==> src/rtl/lpm_pkg.sv <==
package lpm_pkg;

    localparam int WORD_W = 8;
    localparam int HALT_W = 2;

    typedef enum logic [1:0] {
        MODE_RUN   = 2'b00,
        MODE_SLEEP = 2'b01,
        MODE_STOP  = 2'b10,
        MODE_WATCH = 2'b11
    } lpm_mode_e;

    // Control word, bit 7 first.
    typedef struct packed {
        logic              stop_req;
        logic              sleep_req;
        logic              pin_z;
        logic              srst_n;
        logic              watch_n;
        logic [HALT_W-1:0] halt;
        logic              rsvd;
    } lpm_word_s;

    localparam lpm_word_s RESET_WORD = '{
        stop_req: 1'b0, sleep_req: 1'b0, pin_z: 1'b0,
        srst_n: 1'b1, watch_n: 1'b1, halt: '0, rsvd: 1'b0
    };

    // Stop beats sleep, sleep beats watch; otherwise keep the current mode.
    function automatic lpm_mode_e pick_mode(
        input logic      stop_bit,
        input logic      sleep_bit,
        input logic      watch_n_bit,
        input lpm_mode_e cur
    );
        if (stop_bit)          return MODE_STOP;
        else if (sleep_bit)    return MODE_SLEEP;
        else if (!watch_n_bit) return MODE_WATCH;
        else                   return cur;
    endfunction

    function automatic logic clocks_stopped(input lpm_mode_e m);
        return (m == MODE_STOP) || (m == MODE_WATCH);
    endfunction

endpackage

==> src/rtl/lpm_srst_gen.sv <==
module lpm_srst_gen #(
    parameter int PULSE_CYCLES = 3
) (
    input  logic clk,
    input  logic rst,
    input  logic trigger,
    output logic pulse,
    output logic done
);
    localparam int CNT_W = $clog2(PULSE_CYCLES + 1);

    logic [CNT_W-1:0] cnt_q;

    always_ff @(posedge clk) begin
        if (rst) begin
            cnt_q <= '0;
        end else if (cnt_q != '0) begin
            cnt_q <= cnt_q - 1'b1;
        end else if (trigger) begin
            cnt_q <= CNT_W'(PULSE_CYCLES);
        end
    end

    assign pulse = (cnt_q != '0);
    assign done  = (cnt_q == CNT_W'(1));
endmodule

==> src/rtl/lpm_cfg_regs.sv <==
module lpm_cfg_regs
    import lpm_pkg::*;
(
    input  logic              clk,
    input  logic              rst,
    input  logic              soft_clr,
    input  logic              cfg_wr,
    input  logic [HALT_W-1:0] wr_halt,
    input  logic              wr_pin_z,
    input  logic              wr_sleep,
    input  logic              wr_stop,
    input  logic              ext_irq,
    output logic [HALT_W-1:0] halt_q,
    output logic              pin_z_q,
    output logic              sleep_q,
    output logic              stop_q
);
    always_ff @(posedge clk) begin
        if (rst || soft_clr) begin
            halt_q  <= RESET_WORD.halt;
            pin_z_q <= RESET_WORD.pin_z;
            sleep_q <= RESET_WORD.sleep_req;
            stop_q  <= RESET_WORD.stop_req;
        end else begin
            if (cfg_wr) begin
                halt_q  <= wr_halt;
                pin_z_q <= wr_pin_z;
            end
            if (ext_irq) begin
                sleep_q <= 1'b0;
                stop_q  <= 1'b0;
            end else if (cfg_wr) begin
                if (wr_sleep) sleep_q <= 1'b1;
                if (wr_stop)  stop_q  <= 1'b1;
            end
        end
    end
endmodule

==> src/rtl/lpm_mode_seq.sv <==
module lpm_mode_seq
    import lpm_pkg::*;
(
    input  logic      clk,
    input  logic      rst,
    input  logic      soft_clr,
    input  logic      cfg_wr,
    input  logic      wr_stop,
    input  logic      wr_sleep,
    input  logic      wr_watch_n,
    input  logic      ext_irq,
    input  logic      any_irq,
    output lpm_mode_e mode_q
);
    always_ff @(posedge clk) begin
        if (rst || soft_clr) begin
            mode_q <= MODE_RUN;
        end else if (ext_irq || any_irq) begin
            mode_q <= MODE_RUN;
        end else if (cfg_wr) begin
            mode_q <= pick_mode(wr_stop, wr_sleep, wr_watch_n, mode_q);
        end
    end
endmodule

==> src/rtl/lpm_ctrl.sv <==
module lpm_ctrl
    import lpm_pkg::*;
#(
    parameter int PULSE_CYCLES = 3
) (
    input  logic              clk,
    input  logic              rst,
    input  logic              wr_en,
    input  logic [WORD_W-1:0] wr_data,
    input  logic              ext_irq,
    input  logic              any_irq,
    output logic [WORD_W-1:0] rd_data,
    output logic [1:0]        mode,
    output logic [HALT_W-1:0] halt_sel,
    output logic              pins_hiz,
    output logic              sw_rst
);
    lpm_word_s   wr_word;
    lpm_word_s   rd_word;
    lpm_mode_e   mode_q;
    logic        wr_fire;
    logic        srst_req;
    logic        cfg_wr;
    logic        soft_clr;
    logic        pin_z_q;
    logic        sleep_q;
    logic        stop_q;

    assign wr_word  = lpm_word_s'(wr_data);
    assign wr_fire  = wr_en && !sw_rst;
    assign srst_req = wr_fire && !wr_word.srst_n;
    assign cfg_wr   = wr_fire && wr_word.srst_n;

    lpm_srst_gen #(.PULSE_CYCLES(PULSE_CYCLES)) srst_i (
        .clk     (clk),
        .rst     (rst),
        .trigger (srst_req),
        .pulse   (sw_rst),
        .done    (soft_clr)
    );

    lpm_cfg_regs regs_i (
        .clk      (clk),
        .rst      (rst),
        .soft_clr (soft_clr),
        .cfg_wr   (cfg_wr),
        .wr_halt  (wr_word.halt),
        .wr_pin_z (wr_word.pin_z),
        .wr_sleep (wr_word.sleep_req),
        .wr_stop  (wr_word.stop_req),
        .ext_irq  (ext_irq),
        .halt_q   (halt_sel),
        .pin_z_q  (pin_z_q),
        .sleep_q  (sleep_q),
        .stop_q   (stop_q)
    );

    lpm_mode_seq seq_i (
        .clk        (clk),
        .rst        (rst),
        .soft_clr   (soft_clr),
        .cfg_wr     (cfg_wr),
        .wr_stop    (wr_word.stop_req),
        .wr_sleep   (wr_word.sleep_req),
        .wr_watch_n (wr_word.watch_n),
        .ext_irq    (ext_irq),
        .any_irq    (any_irq),
        .mode_q     (mode_q)
    );

    always_comb begin
        rd_word           = RESET_WORD;
        rd_word.stop_req  = stop_q;
        rd_word.sleep_req = sleep_q;
        rd_word.pin_z     = pin_z_q;
        rd_word.halt      = halt_sel;
    end

    assign rd_data  = rd_word;
    assign mode     = mode_q;
    assign pins_hiz = pin_z_q && clocks_stopped(mode_q);
endmodule

==> config.mk <==
export PLATFORM = sky130hd
export DESIGN_NAME = lpm_ctrl
export DESIGN_NICKNAME = d
export VERILOG_FILES = /design/src/rtl/lpm_pkg.sv /design/src/rtl/lpm_srst_gen.sv /design/src/rtl/lpm_cfg_regs.sv /design/src/rtl/lpm_mode_seq.sv /design/src/rtl/lpm_ctrl.sv
export SDC_FILE = /design/constraint.sdc
export NUM_CORES = 1
export LEC_CHECK = 0
export BUFFER_PORTS_ARGS = -buffer_cell sky130_fd_sc_hd__buf_4
export CAP_MARGIN = 20
export CORE_AREA = 2 2 39 41
export DETAILED_ROUTE_END_ITERATION = 8
export DIE_AREA = 0 0 41 43
export PLACE_DENSITY = 0.68
export SYNTH_ARGS = -nofsm -noshare
export SYNTH_HDL_FRONTEND = slang
export SYNTH_HIERARCHICAL = 1
export SYNTH_SLANG_ARGS = --single-unit
==> constraint.sdc <==
create_clock -name clk -period 1.85 [get_ports clk]
set_input_delay 0.185 -clock clk [delete_from_list [all_inputs] [get_ports clk]]
set_output_delay 0.185 -clock clk [all_outputs]
set_load 0.02 [all_outputs]
==> results of run 1 <==
[through the flow]
stage / std cells / cell area [sq um] / utilization, % / worst slack, ps
global placement: 82 / 608.1 / 43.94 / 299.0
global route: 86 / 634.4 / 45.84 / 122.7
finish: 86 / 634.4 / 45.84 / 267.5
CTS: 86 / 634.4 / 45.84 / 254.4
detailed placement: 82 / 608.1 / 43.94 / 271.6
floorplan: 53 / 494.2 / - / 345.2
[worst max-delay path, cell delays in order (launching register included)]
cell	delay, ps
dfxtp_1	340
inv_1	70
ha_1	200
inv_1	100
and3b_1	470
mux2i_1	240
nor3_1	60
[final timing paths]
kind	endpoint	slack [ps]	depth (start not counted)
min reg2reg	srst_i/cnt_q[0]	510	1
max	regs_i/pin_z_q	270	6
max reg2reg	regs_i/pin_z_q	270	6
min	regs_i/stop_q	110	2
[routing by layer]
layer,up-vias,routed length [um]
met5,-,0
met1,183,404
met3,2,66
li1,205,-
met4,0,27
met2,14,446
[final cells by class]
type | count | area [sq um] | area share (%)
well taps | 16 | 20.02 | 3.156
clock buffers | 4 | 26.28 | 4.142
repair buffers | 22 | 165.2 | 26.04
flip-flops and latches | 9 | 180.2 | 28.40
inverters | 3 | 11.26 | 1.775
multi-input cells | 32 | 231.5 | 36.49
[cell usage after synthesis, drive strengths merged]
cell and number:
dfxtp 9, inv 3, a211oi 3, and2 1, nor2 1, ha 2
or4 1, and3b 1, nor3b 3, a21oi 4, buf 9, conb 2
nor4 2, nand2 1, nor3 4, mux2i 3, nand2b 3
[flip-flops by register name (all words and copies together) (netlist names)]
register        cells
srst_i/cnt_q        2
regs_i/halt_q       2
seq_i/mode_q        2
regs_i/pin_z_q      1
regs_i/stop_q       1
regs_i/sleep_q      1
[where the power goes]
| part | internal (mW) | switching (mW) | total, mW |
|---|---|---|---|
| clock network | 0.0829 | 0.0646 | 0.147 |
| logic | 0.127 | 0.156 | 0.283 |
| registers | 0.223 | 0.0209 | 0.244 |
[cells by family after synthesis]
group,count (synthesis),share of synthesized area (%)
AO/OA/AOI/OAI,7,9.693
adder cells (fa/ha/maj),2,5.101
buffers and inverters,12,16.84
flip-flops,9,36.73
multiplexers,3,6.123
other,2,1.531
AND/OR/NAND/NOR,17,23.98
==> flow_summary_export.csv, run 1 <==
group,metric,value,unit
critical_path,regToRegStartpoint,"srst_i/cnt_q[0]",
synthesis,avgSynthCellArea,9.432,sq um
clock_tree,htree_levels,1,
drt,via_per_inst,4.698,
drt,drtIter0Drc,0,
clock_tree,cts_tree,"done",
synthesis,ys_ff_latch,9,
synthesis,yosysTopAreaCell,"dfxtp_1",
cells_and_area,final_nets,86,
grt,track_usage,13.48,%
clock_tree,cts_buffers,3,
clock_tree,ctsResizeCount,0,
floorplanning,ios,27,
drt,wire_per_inst,10.99,um
cells_and_area,final_cell_mix,"buf_4 (22), dfxtp_1 (9), a21oi_1 (4)",
clock_tree,numClockSinks,9,
placed_design,routabilityCongestion,0.6731,
floorplanning,rows,14,
grt,busiest_layer,"met2",
clock_tree,cts_hold_buf,0,
synthesis,ys_warn_count,6,
drt,drtAntennaViolNets,0,
grt,grt_pass1_vias,370,
worst_hold_path,min-delay-start,"ext_irq",
synthesis,synth-seq-area-share,36.73,%
floorplanning,die_y,43,um
power,p_total,674.5,uW
floorplanning,core-area,1384,sq um
cells_and_area,antenna_cells,0,
sta,setup-tns-final,0,ps
critical_path,crit_type,"flip-flop to flip-flop",
power,total_leakage_power,0.2841,nW
grt,globalRouteOverflowTotal,0,
synthesis,netlist_area,490.5,sq um
power,p_per_area,1063,nW/um^2
synthesis,syn_inst,52,
synthesis,yosysUniqueCellTypes,21,
sta,finClkSkew,0.4046,ps
critical_path,cp.arrival,1720,ps
drt,num_vias,404,
sta,finalCriticalPeriod,1582,ps
clock_tree,root_buffer,"clkbuf_4",
clock_tree,clk_pin_slew,60,ps
sta,setup_viol,0,
clock_tree,clk_latency,250,ps
sta,rsz0062_at_grt,"false",
critical_path,end_kind,"flip-flop",
sta,min_period_over_period,85.54,%
status,status,"finished, final reports clean",
flow_run,cap_violations,0,
critical_path,worst_ep_required_time,1990,ps
critical_path,critPathLaunch,"srst_i/cnt_q[0]",
power,peakVddDrop,0.6733,mV
sta,clock.fmax,631.9,MHz
grt,grt_use_met3,4.712,%
synthesis,synth_top_area_share,36.73,%
synthesis,synth.area.top_cells,"dfxtp_1 (37%), buf_4 (12%), mux2i_1 (6.1%), ha_1 (5.1%), a21oi_1 (4.1%)",
floorplanning,initial_core_util,35.44,%
grt,grt_max_degree,10,
clock_tree,cts.path.max_buffers,2,
clock_tree,post_cts_buffers,0,
grt,met1_usage,15.21,%
worst_hold_path,holdCritPathClass,"primary input to flip-flop",
drt,drc,0,
drt,first_pass_iters,1,
cells_and_area,drive_gt1_share,41.43,%
placed_design,hpwlAfterDp,728.4,um
cells_and_area,n_fill_cell,146,
cells_and_area,area_growth,29.34,%
grt,grt_use_met2,17.81,%
placed_design,portBuffers,22,
drt,wl,945,um
critical_path,worstPathMaxFanout,9,
sta,timing.hold.ws,112.1,ps
sta,slew_violations,0,
grt,antenna_found_initial,0,
critical_path,startpoint_type,"flip-flop",
cells_and_area,layout_commonest_cell,"buf_4",
floorplanning,die_w,41,um
grt,grt_pass1_wl,1504,um
floorplanning,die-area,1763,sq um
sta,hold_violations,0,
Note: power is estimated with default switching activity, not from simulation.
==> run 2: changes to the inputs <==
- RECOVER_POWER: unset -> 25
- SLEW_MARGIN: unset -> 40
==> flow_summary_export.csv, run 2 (synthesis gave the netlist of run 1 again) <==
group,metric,value,unit
flow_run,cap_violations,0,
clock_tree,htree_levels,1,
clock_tree,post_cts_buffers,0,
clock_tree,numClockSinks,9,
critical_path,cp.arrival,1720,ps
drt,first_pass_iters,1,
cells_and_area,reg_top3,"regs_i/halt_q: 2 flops, seq_i/mode_q: 2 flops, srst_i/cnt_q: 2 flops",
drt,via_per_inst,4.698,
critical_path,r2r_end,"regs_i/pin_z_q",
power,p_per_area,1089,nW/um^2
sta,hold_violations,0,
grt,track_usage,13.48,%
clock_tree,root_buffer,"clkbuf_4",
cells_and_area,final_cell_mix,"buf_4 (17), dfxtp_1 (9), clkbuf_1 (6)",
placed_design,routabilityCongestion,0.6731,
floorplanning,rows,14,
clock_tree,ctsResizeCount,0,
power,peakVddDrop,0.6707,mV
status,status,"finished, final reports clean",
sta,rsz0062_at_grt,"false",
floorplanning,die_w,41,um
sta,setup_viol,0,
placed_design,pre_cts_ws,271.6,ps
grt,antenna_found_initial,0,
sta,fin_ws,267.5,ps
clock_tree,clk_pin_slew,60,ps
cells_and_area,antenna_cells,0,
worst_hold_path,worstHoldEndpoint,"regs_i/stop_q",
cells_and_area,layout_commonest_cell,"buf_4",
worst_hold_path,holdCritPathClass,"primary input to flip-flop",
drt,wire_per_inst,11.12,um
critical_path,regToRegStartpoint,"srst_i/cnt_q[0]",
critical_path,r2r_setup_slack,270,ps
sta,timing.hold.ws,114.4,ps
power,total_leakage_power,0.2628,nW
critical_path,crit_type,"flip-flop to flip-flop",
critical_path,worst_ep_required_time,1990,ps
sta,finClkSkew,0.4048,ps
grt,grt_max_degree,10,
drt,num_vias,404,
drt,drtIter0Drc,0,
cells_and_area,fin_util,44.48,%
worst_hold_path,min-delay-start,"ext_irq",
drt,drtAntennaViolNets,0,
critical_path,end_kind,"flip-flop",
placed_design,portBuffers,22,
sta,setup-tns-final,0,ps
grt,grt_pass1_wl,1504,um
drt,wl,956,um
power,p_total,670.5,uW
floorplanning,ios,27,
grt,grt_pass1_vias,370,
critical_path,startpoint_type,"flip-flop",
floorplanning,initial_core_util,35.44,%
sta,finalCriticalPeriod,1582,ps
cells_and_area,final_nets,86,
cells_and_area,n_fill_cell,153,
sta,min_period_over_period,85.54,%
sta,slew_violations,0,
clock_tree,clk_latency,250,ps
clock_tree,cts_hold_buf,0,
drt,drc,0,
cells_and_area,drive_gt1_share,34.29,%
floorplanning,die_y,43,um
critical_path,reg2reg_depth,6,
critical_path,worstPathMaxFanout,9,
clock_tree,cts_buffers,3,
sta,clock.fmax,631.9,MHz
floorplanning,core-area,1384,sq um
grt,globalRouteOverflowTotal,0,
clock_tree,cts_tree,"done",
placed_design,hpwlAfterDp,728.4,um
worst_hold_path,holdPathStages,2,
cells_and_area,area_growth,25.51,%
floorplanning,die-area,1763,sq um
clock_tree,cts.path.max_buffers,2,
==> run 2: changes by cell type in the layout (fill, tap and decap cells not counted), sizes merged <==
cell    before  now
clkbuf       4    9
buf         22   17
==> run 2: per-stage QoR <==
stage                     instance area (sq um)  instances
final                                     615.6         86
after detailed placement                  608.1         82
after floorplan                           494.2         53
after global routing                      615.6         86
after CTS                                 634.4         86
after global placement                    608.1         82
==> run 2: final cells by class <==
| class | instances | area (sq um) | share of cell area, % |
|---|---|---|---|
| clock buffers | 4 | 26.28 | 4.268 |
| inverters | 3 | 11.26 | 1.829 |
| flip-flops and latches | 9 | 180.2 | 29.27 |
| multi-input cells | 32 | 231.5 | 37.60 |
| repair buffers | 22 | 146.4 | 23.78 |
| well taps | 16 | 20.02 | 3.252 |
==> run 2: where the power goes <==
group | switching (mW) | leakage, nW | total (mW) | internal (mW)
sequential | 0.0208 | 0.0733 | 0.244 | 0.223
clock | 0.0645 | 0.0150 | 0.147 | 0.0829
combinational | 0.156 | 0.175 | 0.279 | 0.123
==> run 2: routing by layer <==
layer | up-vias | global-route usage, % | share of wire [%]
met5 | - | 0 | 0
met1 | 183 | 15.21 | 43
met4 | 0 | 14.00 | 2.8
met3 | 2 | 4.712 | 7.5
li1 | 205 | - | -
met2 | 14 | 17.81 | 47
==> run 2: worst max path at each step <==
stage | startpoint | endpoint | cells after the start
floorplan | srst_i/cnt_q[0] | regs_i/halt_q[0] | 7
global placement | srst_i/cnt_q[0] | regs_i/pin_z_q | 6
detailed placement | srst_i/cnt_q[0] | regs_i/pin_z_q | 6
CTS | srst_i/cnt_q[0] | regs_i/pin_z_q | 6
global route | srst_i/cnt_q[0] | regs_i/sleep_q | 6
finish | srst_i/cnt_q[0] | regs_i/pin_z_q | 6
==> run 2: critical path, cell delays in order (launching register included) <==
cell and delay [ps]:
dfxtp_1 340, inv_1 70, ha_1 200, inv_1 100
and3b_1 470, mux2i_1 240, nor3_1 60
